[src/rtl/ow_pkg.sv]
package ow_pkg;

  typedef enum logic [1:0] {
    OP_WR0   = 2'd0,
    OP_WR1   = 2'd1,
    OP_READ  = 2'd2,
    OP_RESET = 2'd3
  } ow_op_e;

  typedef enum logic [1:0] {
    ST_IDLE = 2'd0,
    ST_LOW  = 2'd1,
    ST_REL  = 2'd2,
    ST_DONE = 2'd3
  } ow_state_e;

endpackage

[src/rtl/ow_line_sync.sv]
module ow_line_sync (
  input  logic clk,
  input  logic rst_n,
  input  logic line_i,
  output logic line_s_o
);
  logic meta_q, stab_q;

  always_ff @(posedge clk or negedge rst_n) begin
    if (!rst_n) begin
      meta_q <= 1'b1;
      stab_q <= 1'b1;
    end else begin
      meta_q <= line_i;
      stab_q <= meta_q;
    end
  end

  assign line_s_o = stab_q;
endmodule

[src/rtl/ow_us_timer.sv]
module ow_us_timer #(
  parameter int CLK_PER_US = 250,
  parameter int UW         = 11
) (
  input  logic          clk,
  input  logic          rst_n,
  input  logic          clr_i,
  output logic          tick_o,
  output logic [UW-1:0] us_o
);
  localparam int PW = (CLK_PER_US > 1) ? $clog2(CLK_PER_US) : 1;
  localparam logic [PW-1:0] PRE_LAST = PW'(CLK_PER_US - 1);

  logic [PW-1:0] pre_q;
  logic [UW-1:0] us_q;

  assign tick_o = (pre_q == PRE_LAST);
  assign us_o   = us_q;

  always_ff @(posedge clk or negedge rst_n) begin
    if (!rst_n) begin
      pre_q <= '0;
      us_q  <= '0;
    end else if (clr_i) begin
      pre_q <= '0;
      us_q  <= '0;
    end else if (tick_o) begin
      pre_q <= '0;
      us_q  <= us_q + 1'b1;
    end else begin
      pre_q <= pre_q + 1'b1;
    end
  end

  // each tick advances the microsecond count by exactly one
  p_tick_adv_r2: assert property (@(posedge clk) disable iff (!rst_n)
    (tick_o && !clr_i) |=> (us_o == $past(us_o) + 1'b1));
endmodule

[src/rtl/ow_slot_fsm.sv]
module ow_slot_fsm
  import ow_pkg::*;
#(
  parameter int UW     = 11,
  parameter int T_RSTL = 480,
  parameter int T_RSTH = 480,
  parameter int T_PDH  = 15,
  parameter int T_PDL  = 60,
  parameter int T_SLOT = 60,
  parameter int T_LOW1 = 6,
  parameter int T_LOW0 = 60,
  parameter int T_LOWR = 6,
  parameter int T_RDV  = 15,
  parameter int T_REC  = 5
) (
  input  logic          clk,
  input  logic          rst_n,
  input  logic          cmd_valid_i,
  input  ow_op_e        cmd_op_i,
  input  logic          line_s_i,
  input  logic          tick_i,
  input  logic [UW-1:0] us_i,
  output logic          tmr_clr_o,
  output logic          cmd_ready_o,
  output logic          drive_low_o,
  output logic          done_o,
  output logic          rd_bit_o,
  output logic          presence_o,
  output logic          fault_o
);
  localparam logic [UW-1:0] SLOT_END_M1 = UW'(T_SLOT + T_REC - 1);
  localparam logic [UW-1:0] RST_END_M1  = UW'(T_RSTL + T_RSTH - 1);
  localparam logic [UW-1:0] PRES_M1     = UW'(T_RSTL + T_PDH + T_PDL / 2 - 1);
  localparam logic [UW-1:0] RDV_U       = UW'(T_RDV);
  localparam logic [UW-1:0] WATCH_M1    = UW'(T_RDV + 1);

  ow_state_e     state_q;
  ow_op_e        op_q;
  logic          watch_q, rd_q, pres_q, flt_q;
  logic [UW-1:0] low_m1, end_m1;
  logic          is_reset;

  always_comb begin
    case (op_q)
      OP_WR1:  low_m1 = UW'(T_LOW1 - 1);
      OP_WR0:  low_m1 = UW'(T_LOW0 - 1);
      OP_READ: low_m1 = UW'(T_LOWR - 1);
      default: low_m1 = UW'(T_RSTL - 1);
    endcase
  end

  assign is_reset    = (op_q == OP_RESET);
  assign end_m1      = is_reset ? RST_END_M1 : SLOT_END_M1;
  assign cmd_ready_o = (state_q == ST_IDLE);
  assign tmr_clr_o   = (state_q == ST_IDLE);
  assign drive_low_o = (state_q == ST_LOW);
  assign done_o      = (state_q == ST_DONE);
  assign rd_bit_o    = rd_q;
  assign presence_o  = pres_q;
  assign fault_o     = flt_q;

  always_ff @(posedge clk or negedge rst_n) begin
    if (!rst_n) begin
      state_q <= ST_IDLE;
      op_q    <= OP_WR0;
      watch_q <= 1'b0;
      rd_q    <= 1'b0;
      pres_q  <= 1'b0;
      flt_q   <= 1'b0;
    end else begin
      case (state_q)
        ST_IDLE: if (cmd_valid_i) begin
          op_q    <= cmd_op_i;
          watch_q <= 1'b1;
          rd_q    <= 1'b0;
          pres_q  <= 1'b0;
          if (cmd_op_i == OP_RESET && !line_s_i) begin
            flt_q   <= 1'b1;
            state_q <= ST_DONE;
          end else begin
            flt_q   <= 1'b0;
            state_q <= ST_LOW;
          end
        end
        ST_LOW: if (tick_i && us_i == low_m1) state_q <= ST_REL;
        ST_REL: begin
          if (op_q == OP_READ && watch_q) begin
            if (line_s_i) begin
              watch_q <= 1'b0;
              if (us_i < RDV_U) rd_q <= 1'b1;
            end else if (tick_i && us_i == WATCH_M1) begin
              watch_q <= 1'b0;
            end
          end
          if (is_reset && tick_i && us_i == PRES_M1) pres_q <= !line_s_i;
          if (tick_i && us_i == end_m1) begin
            state_q <= ST_DONE;
            if (is_reset && !line_s_i) begin
              flt_q  <= 1'b1;
              pres_q <= 1'b0;
            end
          end
        end
        default: state_q <= ST_IDLE;
      endcase
    end
  end

  // an idle block never holds the line low
  p_idle_release_r1: assert property (@(posedge clk) disable iff (!rst_n)
    cmd_ready_o |-> !drive_low_o);
  // an accepted slot or healthy reset starts by pulling the line low
  p_accept_drive_r3: assert property (@(posedge clk) disable iff (!rst_n)
    (cmd_ready_o && cmd_valid_i && !(cmd_op_i == OP_RESET && !line_s_i)) |=> drive_low_o);
  // a reset on a low line finishes at once with a fault and no drive
  p_precheck_r7: assert property (@(posedge clk) disable iff (!rst_n)
    (cmd_ready_o && cmd_valid_i && cmd_op_i == OP_RESET && !line_s_i)
      |=> (done_o && fault_o && !drive_low_o));
  // presence and fault never reported together
  p_excl_r9: assert property (@(posedge clk) disable iff (!rst_n)
    done_o |-> !(presence_o && fault_o));
  // completion pulse lasts one cycle
  p_done_pulse_r10: assert property (@(posedge clk) disable iff (!rst_n)
    done_o |=> !done_o);
  // results hold while idle and nothing is accepted
  p_hold_r10: assert property (@(posedge clk) disable iff (!rst_n)
    (cmd_ready_o && !cmd_valid_i) |=> ($stable(rd_bit_o) && $stable(presence_o) && $stable(fault_o)));
endmodule

[src/rtl/ow_master.sv]
module ow_master
  import ow_pkg::*;
#(
  parameter int CLK_PER_US = 250,
  parameter int T_RSTL     = 480,
  parameter int T_RSTH     = 480,
  parameter int T_PDH      = 15,
  parameter int T_PDL      = 60,
  parameter int T_SLOT     = 60,
  parameter int T_LOW1     = 6,
  parameter int T_LOW0     = 60,
  parameter int T_LOWR     = 6,
  parameter int T_RDV      = 15,
  parameter int T_REC      = 5
) (
  input  logic       clk,
  input  logic       rst_n,
  input  logic       cmd_valid_i,
  input  logic [1:0] cmd_op_i,
  output logic       cmd_ready_o,
  output logic       done_o,
  output logic       rd_bit_o,
  output logic       presence_o,
  output logic       fault_o,
  output logic       drive_low_o,
  input  logic       line_i
);
  localparam int MAX_US = ((T_RSTL + T_RSTH) > (T_SLOT + T_REC)) ?
                          (T_RSTL + T_RSTH) : (T_SLOT + T_REC);
  localparam int UW = $clog2(MAX_US + 2) + 1;

  logic          line_s, tick, tmr_clr;
  logic [UW-1:0] us;

  ow_line_sync u_sync (
    .clk(clk), .rst_n(rst_n), .line_i(line_i), .line_s_o(line_s)
  );

  ow_us_timer #(.CLK_PER_US(CLK_PER_US), .UW(UW)) u_timer (
    .clk(clk), .rst_n(rst_n), .clr_i(tmr_clr), .tick_o(tick), .us_o(us)
  );

  ow_slot_fsm #(
    .UW(UW), .T_RSTL(T_RSTL), .T_RSTH(T_RSTH), .T_PDH(T_PDH), .T_PDL(T_PDL),
    .T_SLOT(T_SLOT), .T_LOW1(T_LOW1), .T_LOW0(T_LOW0), .T_LOWR(T_LOWR),
    .T_RDV(T_RDV), .T_REC(T_REC)
  ) u_fsm (
    .clk(clk), .rst_n(rst_n),
    .cmd_valid_i(cmd_valid_i), .cmd_op_i(ow_op_e'(cmd_op_i)),
    .line_s_i(line_s), .tick_i(tick), .us_i(us),
    .tmr_clr_o(tmr_clr), .cmd_ready_o(cmd_ready_o), .drive_low_o(drive_low_o),
    .done_o(done_o), .rd_bit_o(rd_bit_o), .presence_o(presence_o), .fault_o(fault_o)
  );
endmodule

[config.mk]
export PLATFORM = sky130hd
export DESIGN_NAME = ow_master
export DESIGN_NICKNAME = d
export VERILOG_FILES = /design/src/rtl/ow_pkg.sv /design/src/rtl/ow_line_sync.sv /design/src/rtl/ow_us_timer.sv /design/src/rtl/ow_slot_fsm.sv /design/src/rtl/ow_master.sv
export SDC_FILE = /design/constraint.sdc
export NUM_CORES = 1
export LEC_CHECK = 0
export CAP_MARGIN = 30
export CORE_MARGIN = 5
export CORE_UTILIZATION = 56
export DETAILED_ROUTE_END_ITERATION = 10
export DONT_BUFFER_PORTS = 1
export HOLD_SLACK_MARGIN = 0.08
export PLACE_DENSITY = 0.75
export SLEW_MARGIN = 20
export SYNTH_ARGS = -nofsm -noshare
export SYNTH_HDL_FRONTEND = slang
export SYNTH_SLANG_ARGS = --single-unit
[constraint.sdc]
create_clock -name clk -period 2.5 [get_ports clk]
set_input_delay 0.125 -clock clk [delete_from_list [all_inputs] [get_ports clk]]
set_output_delay 0.125 -clock clk [all_outputs]
set_load 0.01 [all_outputs]
==> impl_metrics.ini, run 1 <==
[sta]
fin_setup_tns_ps = 0
setup_violations = 0
finClkSkew_ps = 9.16
maxSlewHeadroom_pct = 64.5
layout_worst_path_cycle_share_pct = 96.1
max_slew.worst_pin.slew_ps = 530
fin_ws_ps = 98.2
fmax_ghz = 0.416
rsz0062_at_grt = false
fin_crit_ps = 2400
hold_viol = 0
drv_slew = 0

[die]
ioPinCount = 12
die-area_mm2 = 0.00436
initial_utilization_pct = 58.0
die_h_um = 66.0
rows = 20
core_mm2 = 0.00303
die_w_um = 66.0

[clocking]
clk_latency_ps = 350
cts_tree = built
clock-sinks = 29
path_clk_slew_ps = 90
cts_root_buf = clkbuf_4
cts-htree-levels = 2
cts_buffer_depth = 2
numCtsBuffers = 5

[finish]
fin_area_mm2 = 0.00196
finalNonFillerCells = 240
drive_gt1_share_pct = 12.8
nNetsFinal = 212
diodes = 0
syn2layout_area_growth_pct = 11.7
fillers = 238

[worst_hold_path]
min_path_type = input port to flop
hold_depth = 2

[synth]
yosys.area_share.simple_pct = 24.0
ys_seq_elements = 29
ys.flop_type = dfrtp_1
netlist_instances = 188
synthXorXnorAreaFrac_pct = 7.98
ys_types = 44
muxShareOfSynthArea_pct = 2.71
synth_fa_ha_area_share_pct = 7.83
synth_edf_count = 0
synth_top_family_by_area = simple AND/OR/NAND/NOR gates
syn-cell-area_mm2 = 0.00176
synth.yosys.seq_area_share_pct = 41.5
async_flop_share_pct = 100
yosys_warnings = 0
syn_area_per_cell_um2 = 9.34
synthesis.nets = 205
synth_compound_area_share_pct = 10.9

[power]
p_per_area_mw_per_mm2 = 462
peakVddDrop_mv = 0.293
p_total_uw = 906
p_leak_uw = 0.000885

[setup_path]
cp_max_fo = 6
cp_data_arrival_time_ps = 2630
start_kind = flop
critPathKind = flop to flop
endpoint_kind = flop
cp.required_ps = 2730
rr_worst_depth = 6

[global_route]
grt.total_usage_pct = 19.8
grt_pass1_wl_mm = 6.35
antenna_found_initial = 0
grt_overflow = 0
grt_max_degree = 30
first_global_vias = 1348

[drt]
num_vias = 1402
ant_nets = 0
drtIter0Drc = 116
viasPerCell = 5.84
wl_per_cell_um = 15.8
dr.pass1.iters = 4
drc = 0
wl_mm = 3.78

[run_status]
run_status = completed

[placement]
dp_hpwl_mm = 2.65
placedCellCount = 226
port_buffers = 0
dp_worst_setup_slack_ps = 48.9
routabilityCongestion = 0.867
placedInstanceArea_mm2 = 0.00180

[run]
drv_cap = 0
-- through the flow --
stage               utilization (%)  hold slack, ps
floorplan                         -            -171
global placement               59.6            -170
detailed placement             59.6            -169
CTS                            64.7            91.2
global route                   64.8             107
finish                         64.8             111
-- layer usage --
metal	share of wire [%]	GRT usage, %	up-vias
li1	-	-	667
met4	3.9	12.7	0
met3	8.3	6.63	17
met1	45	26.5	659
met5	0	0	-
met2	42	27.0	59
-- final timing paths --
| kind | startpoint | end | slack, ps |
|---|---|---|---|
| max in group asynchronous | rst_n | u_sync.meta_q | 2050 |
| worst max register to register | u_fsm.op_q[1] | u_fsm.state_q[1] | 100 |
| worst min-delay path | cmd_valid_i | u_fsm.op_q[0] | 110 |
| min in group asynchronous | rst_n | u_fsm.state_q[0] | 220 |
| worst min register to register | u_sync.meta_q | u_sync.line_s_o | 360 |
| worst max-delay path | u_fsm.op_q[1] | u_fsm.state_q[1] | 100 |
-- registers in the layout (all words and copies together) (netlist names) --
register / flops
u_fsm.op_q: 2
u_timer.pre_q: 8
u_fsm.watch_q: 1
u_fsm.rd_bit_o: 1
u_sync.meta_q: 1
u_fsm.fault_o: 1
u_fsm.state_q: 2
u_fsm.presence_o: 1
u_timer.us_o: 11
u_sync.line_s_o: 1
-- report_power, final --
part           switching (µW)  internal, µW
clock network             170           239
registers                1.65           472
logic                    13.8          10.5
-- logic make-up after synthesis --
family,after synthesis
buf+inv,22
fa+ha+maj,11
flops,29
compound gates,27
simple gates,79
mux,4
xor+xnor,16
-- placed cells by master (no fill, tap or decap), types with 4 or more instances in the layout --
cell,synthesis,routed
and3_1,4,4
ha_1,11,10
nand2_1,12,12
xor2_1,10,10
clkbuf_4,0,5
nor4_1,4,4
buf_4,0,6
inv_1,10,10
nand3_1,9,9
dlygate4sd3_1,0,5
nor3_1,10,10
dfrtp_1,27,27
a21oi_1,9,9
nor2_1,19,19
xnor2_1,6,6
-- repair_timing --
action,4_1_cts,5_1_grt
gates resized for setup,0,1
setup endpoints to repair,0,1
hold buffers,6,0
setup buffers,0,0
hold endpoints to repair,35,0
-- cell type report --
cell class / count / area [µm²] / area share, %
Sequential cell: 29 / 728 / 37.1
Clock inverter: 1 / 30.0 / 1.53
Inverter: 10 / 37.5 / 1.91
Multi-Input combinational cell: 137 / 941 / 48.0
Tap cell: 44 / 55.1 / 2.81
Timing Repair Buffer: 12 / 115 / 5.87
Clock buffer: 7 / 55.1 / 2.81
-- cells in the mapped netlist, drive strengths merged, types with 3 or more instances --
library cell  instances  area, µm²
o21ai                 6       30.0
nand3                 9       45.0
mux2                  3       37.5
clkbuf               11       41.3
nand2                12       45.0
xnor2                 6       52.6
nor2                 19       71.3
xor2                 10       87.6
nand4                 3       18.8
nor4                  4       25.0
a21oi                 9       45.0
nor3                 10       50.1
and3                  4       25.0
inv                  10       37.5
ha                   11        138
dfrtp                27        676
-- worst max-delay path, stage by stage, from the launching register on --
cell and delay (ps):
dfrtp_1 430, ha_2 230, or4b_1 470, a221o_1 420, o31ai_2 240, o2111ai_2 180
mux2_4 330
No activity file was read; power rests on OpenSTA's default activity.
==> run 2: changes to the inputs <==
CORE_UTILIZATION = 45   (was 56)
PLACE_DENSITY = 0.63   (was 0.75)
==> impl_metrics.ini, run 2 (synthesis results as in run 1) <==
[worst_hold_path]
hold_depth = 2
worstHoldStart = cmd_valid_i
min_path_type = input port to flop
holdPathEnd = u_fsm.fault_o

[power]
switching_power_uw = 198
switching_share_pct = 22.8
seqPwrFrac_pct = 54.4
p_leak_uw = 0.000892
power_frac_clock_pct = 43.0
p_per_area_mw_per_mm2 = 442
p_int_uw = 673
combPwrFrac_pct = 2.6
peakVddDrop_mv = 0.266

[run_status]
run_status = completed

[global_route]
grt_max_degree = 30
antenna_found_initial = 0
first_global_vias = 1436
grt_pass1_wl_mm = 6.67
grt_overflow = 0
grt.total_usage_pct = 16.3

[sta]
fin_crit_ps = 2350
hold_viol = 0
finClkSkew_ps = 6.51
hold_slack_ps = 93.0
maxSlewHeadroom_pct = 65.5
fmax_ghz = 0.425
max_slew.worst_pin.slew_ps = 516
drv_slew = 0
fin_setup_tns_ps = 0
layout_worst_path_cycle_share_pct = 94.1
setup_violations = 0

[drt]
dr.pass1.iters = 4
drtIter0Drc = 92
wl_per_cell_um = 15.2
drc = 0
num_vias = 1367
wl_mm = 3.73
viasPerCell = 5.58
ant_nets = 0

[die]
die_w_um = 72.5
core_mm2 = 0.00372
rows = 22
ioPinCount = 12
die_h_um = 72.5
die-area_mm2 = 0.00525
initial_utilization_pct = 47.3

[setup_path]
cp.required_ps = 2660
slowest_delay_ps = 470
start_kind = flop
rr_worst_depth = 6
critPathTopFamily = compound AO/OA/AOI/OAI gates
crit_buf_inv = 0
cp_slowest_cell = or4b_1
cp_data_arrival_time_ps = 2520
rr_endpoint = u_fsm.state_q[1]
regToRegSetupSlack_ps = 150
critPathKind = flop to flop
timing.rr.start = u_fsm.op_q[0]
endpoint_kind = flop
path_cells = ha_1 > or4b_1 > a221o_1 > o31ai_2 > o2111ai_2 > mux2_4
cp_max_fo = 4

[finish]
nNetsFinal = 213
layout_commonest_cell = dfrtp_1
fin_area_mm2 = 0.00197
diodes = 0
drive_gt1_share_pct = 13.7
finalNonFillerCells = 245
largest_reg_flops = 11
syn2layout_area_growth_pct = 12.2
final_cell_mix = dfrtp_1 (27), nor2_1 (19), nand2_1 (12)
finish.utilization_pct = 53.0

[placement]
placedCellCount = 231
placedInstanceArea_mm2 = 0.00182
routabilityCongestion = 0.814
port_buffers = 0
dp_hpwl_mm = 2.63

[clocking]
clock-sinks = 29
cts_tree = built
clk_latency_ps = 280
numCtsBuffers = 5
path_clk_slew_ps = 60
cts-htree-levels = 2
cts_buffer_depth = 2
cts_root_buf = clkbuf_8

[run]
drv_cap = 0
[run 2: how the worst max path moves through the flow]
stage          cells after the start  slack (ps)     startpoint               end
6_report                           6         150  u_fsm.op_q[0]  u_fsm.state_q[1]
5_1_grt                            6        -0.3  u_fsm.op_q[1]  u_fsm.state_q[1]
4_1_cts                            6         120  u_fsm.op_q[1]  u_fsm.state_q[1]
3_5_place_dp                       6         130  u_fsm.op_q[1]  u_fsm.state_q[1]
3_3_place_gp                       6         160  u_fsm.op_q[1]  u_fsm.state_q[1]
2_1_floorplan                      7         190  u_fsm.op_q[1]  u_fsm.state_q[1]
[run 2: worst reg2reg max path, cell delays in order, from the launching register on]
cell and delay (ps):
dfrtp_1 400, ha_1 240, or4b_1 470, a221o_1 400, o31ai_2 250, o2111ai_2 150, mux2_4 320
[run 2: through the flow]
stage,setup slack [ps],power [µW]
global placement,161,488
CTS,117,884
detailed placement,135,488
finish,147,872
global route,-0.325,909
floorplan,185,486
[run 2: power by group through the flow]
stage	Combinational (µW)	Sequential, µW	Clock [µW]
6_report	22.8	474	375
3_5_place_dp	5.23	482	0
3_3_place_gp	5.23	482	0
4_1_cts	23.7	474	387
5_1_grt	26.3	474	409
2_1_floorplan	4.27	482	0
[run 2: layout make-up]
type                       count  area (µm²)
fill                         338        1750
multi-input combinational    137         938
sequential                    29         728
timing repair buffer          13         120
clock buffer                   5        68.8
tap                           48        60.1
inverter                      10        37.5
clock inverter                 3        17.5
[run 2: what timing repair did]
action / in CTS / in global routing
gates resized for setup: 0 / 0
setup buffers: 0 / 1
setup endpoints to repair: 0 / 1
hold buffers: 5 / 0
hold endpoints to repair: 32 / 0
[run 2: metal layers]
| metal | share of wire [%] | global-route usage (%) |
|---|---|---|
| met1 | 46 | 20.8 |
| met2 | 49 | 26.6 |
| met3 | 3.8 | 4.16 |
| met4 | 0.86 | 6.15 |
| met5 | 0 | 0 |
==> run 3: changes to the inputs <==
ABC_AREA = 1   (was default)
SYNTH_HIERARCHICAL = 1   (was default)
==> impl_metrics.ini, run 3 <==
[run_status]
run_status = completed

[drt]
drtIter0Drc = 142
wl_per_cell_um = 11.7
wl_mm = 4.06
ant_nets = 0
viasPerCell = 4.86
num_vias = 1690
dr.pass1.iters = 4
drc = 0

[sta]
hold_viol = 0
fin_crit_ps = 1980
max_slew.worst_pin.slew_ps = 498
finClkSkew_ps = 7.11
rsz0062_at_grt = false
layout_worst_path_cycle_share_pct = 79.4
drv_slew = 0
fmax_ghz = 0.504
fin_setup_tns_ps = 0
setup_violations = 0
maxSlewHeadroom_pct = 66.8

[setup_path]
slowest_delay_ps = 390
cp.required_ps = 2680
start_kind = flop
path_cells = inv_1 > ha_1 > nand2_1 > nor2_4 > nand2_1 > nor2_1 > nand2_1 > nor2_1 > nand3_1 > nand2_1 > nand3_2 > nand2_1 > nand2_1
critPathKind = flop to flop
regToRegSetupSlack_ps = 520
crit_buf_inv = 1
cpMostUsedCell = nand2_1
critPathTopFamily = simple AND/OR/NAND/NOR gates
cp_max_fo = 15
endpoint_kind = flop
cp_data_arrival_time_ps = 2160
cp_slowest_cell = dfrtp_1

[global_route]
first_global_vias = 1565
grt_overflow = 0
grt_max_degree = 30
grt_pass1_wl_mm = 7.30
grt.total_usage_pct = 15.0
antenna_found_initial = 0

[die]
rows = 24
die_h_um = 76.3
ioPinCount = 12
initial_utilization_pct = 45.8
core_mm2 = 0.00432
die_w_um = 76.3
die-area_mm2 = 0.00582

[placement]
placedCellCount = 335
placedInstanceArea_mm2 = 0.00201
port_buffers = 0
dp_hpwl_mm = 3.00
routabilityCongestion = 0.896

[finish]
final_cell_mix = nand2_1 (97), nor2_1 (45), inv_1 (34)
syn2layout_area_growth_pct = 9.92
multi_input_area_mm2 = 0.00108
layout_commonest_cell = nand2_1
nNetsFinal = 314
finalNonFillerCells = 348
fin_area_mm2 = 0.00218
regArea_um2 = 728
fillers = 438
diodes = 0
drive_gt1_share_pct = 8.11
largest_reg_flops = 11

[synth]
synth_top_family_by_area = simple AND/OR/NAND/NOR gates
synthXorXnorAreaFrac_pct = 2.65
ys_seq_elements = 29
netlist_instances = 286
ys_types = 28
syn-cell-area_mm2 = 0.00198
yosys.area_share.simple_pct = 37.9
syn_area_per_cell_um2 = 6.92
synthTopCellsByCount = nand2_1 (97), nor2_1 (45), inv_1 (34), dfrtp_1 (27), nand3_1 (16)
synth_compound_area_share_pct = 5.88
synth.yosys.seq_area_share_pct = 36.8
async_flop_share_pct = 100
synth_most_common_cell = nand2_1
synth_edf_count = 0
yosysTopAreaCell = dfrtp_1
ys.flop_type = dfrtp_1
synth_fa_ha_area_share_pct = 8.22
yosys_warnings = 6
synthesis.nets = 305
muxShareOfSynthArea_pct = 0
ys_top_cells_by_area = dfrtp_1 (34%), nand2_1 (18%), nor2_1 (8.5%)
yosysTopAreaCellShare_pct = 34.1

[clocking]
postCtsSetupRepairBufs = 0
path_clk_slew_ps = 70
cts_tree = built
clock-sinks = 29
clk_latency_ps = 280
cts-htree-levels = 2
cts_buffer_depth = 2
cts_root_buf = clkbuf_8
numCtsBuffers = 5

[power]
p_leak_uw = 0.00109
p_total_uw = 1770
peakVddDrop_mv = 0.461
p_per_area_mw_per_mm2 = 813

[run]
drv_cap = 0

[worst_hold_path]
min_path_type = input port to flop
run 3: worst reg2reg max path, delay by kind of cell, from the launching register on:
| kind | cells | cell delay (ps) |
|---|---|---|
| adders and majority gates | 1 | 130 |
| buffers and inverters | 1 | 60 |
| DFF | 1 | 390 |
| and+or+nand+nor | 11 | 1300 |
run 3: logic make-up (layout without fill, tap and decap cells):
group	after synthesis	count (layout)
xor gates and xnor gates	6	6
adders and majority gates	13	13
and+or+nand+nor	179	179
buffers and inverters	40	50
DFF	29	29
AOI/OAI and AO/OA	19	19
run 3: what timing repair did:
item                      in CTS  in global routing
hold buffers                   5                  0
hold endpoints to repair      32                  0
gates resized for setup        0                  0
run 3: report_power, final:
group          internal, µW  switching (µW)  total, µW
registers               553            89.8        643
clock network           248             181        429
logic                   240             457        697
total                  1040             728       1770
run 3: per-stage QoR:
step                      util [%]  hold WS (ps)  worst slack [ps]
final                         50.3           121               516
after CTS                     50.3           120               513
after global routing          50.3           167               264
after global placement        46.6          -169               586
after floorplan                  -          -171               777
after detailed placement      46.6          -169               518
run 3: final timing paths:
| kind | start | to | cells after the start |
|---|---|---|---|
| setup / recovery | u_timer/pre_q[1] | u_fsm/state_q[0] | 13 |
| setup reg to reg | u_timer/pre_q[1] | u_fsm/state_q[0] | 13 |
| hold / removal | cmd_valid_i | u_fsm/op_q[0] | 2 |
| max in group asynchronous | rst_n | u_sync/line_s_o | 2 |
| min in group asynchronous | rst_n | u_timer/us_o[7] | 2 |
| hold reg to reg | u_sync/meta_q | u_sync/line_s_o | 0 |
run 3: final cells by class:
class	count	share of cell area, %
inverters	37	6.38
clock inverters	1	0.230
flip-flops and latches	29	33.5
repair buffers	5	2.76
multi-input cells	217	49.7
well taps	52	2.99
clock buffers	7	4.43
run 3: metal layers:
layer  track usage (%)  share of wire [%]  wire, µm  vias to the layer above
li1                  -                  -         -                      907
met1              21.3                 52      2100                      745
met3              3.78                4.1       167                        6
met4              4.20                1.3        53                        0
met5                 0                  0         0                        -
met2              22.4                 43      1730                       32
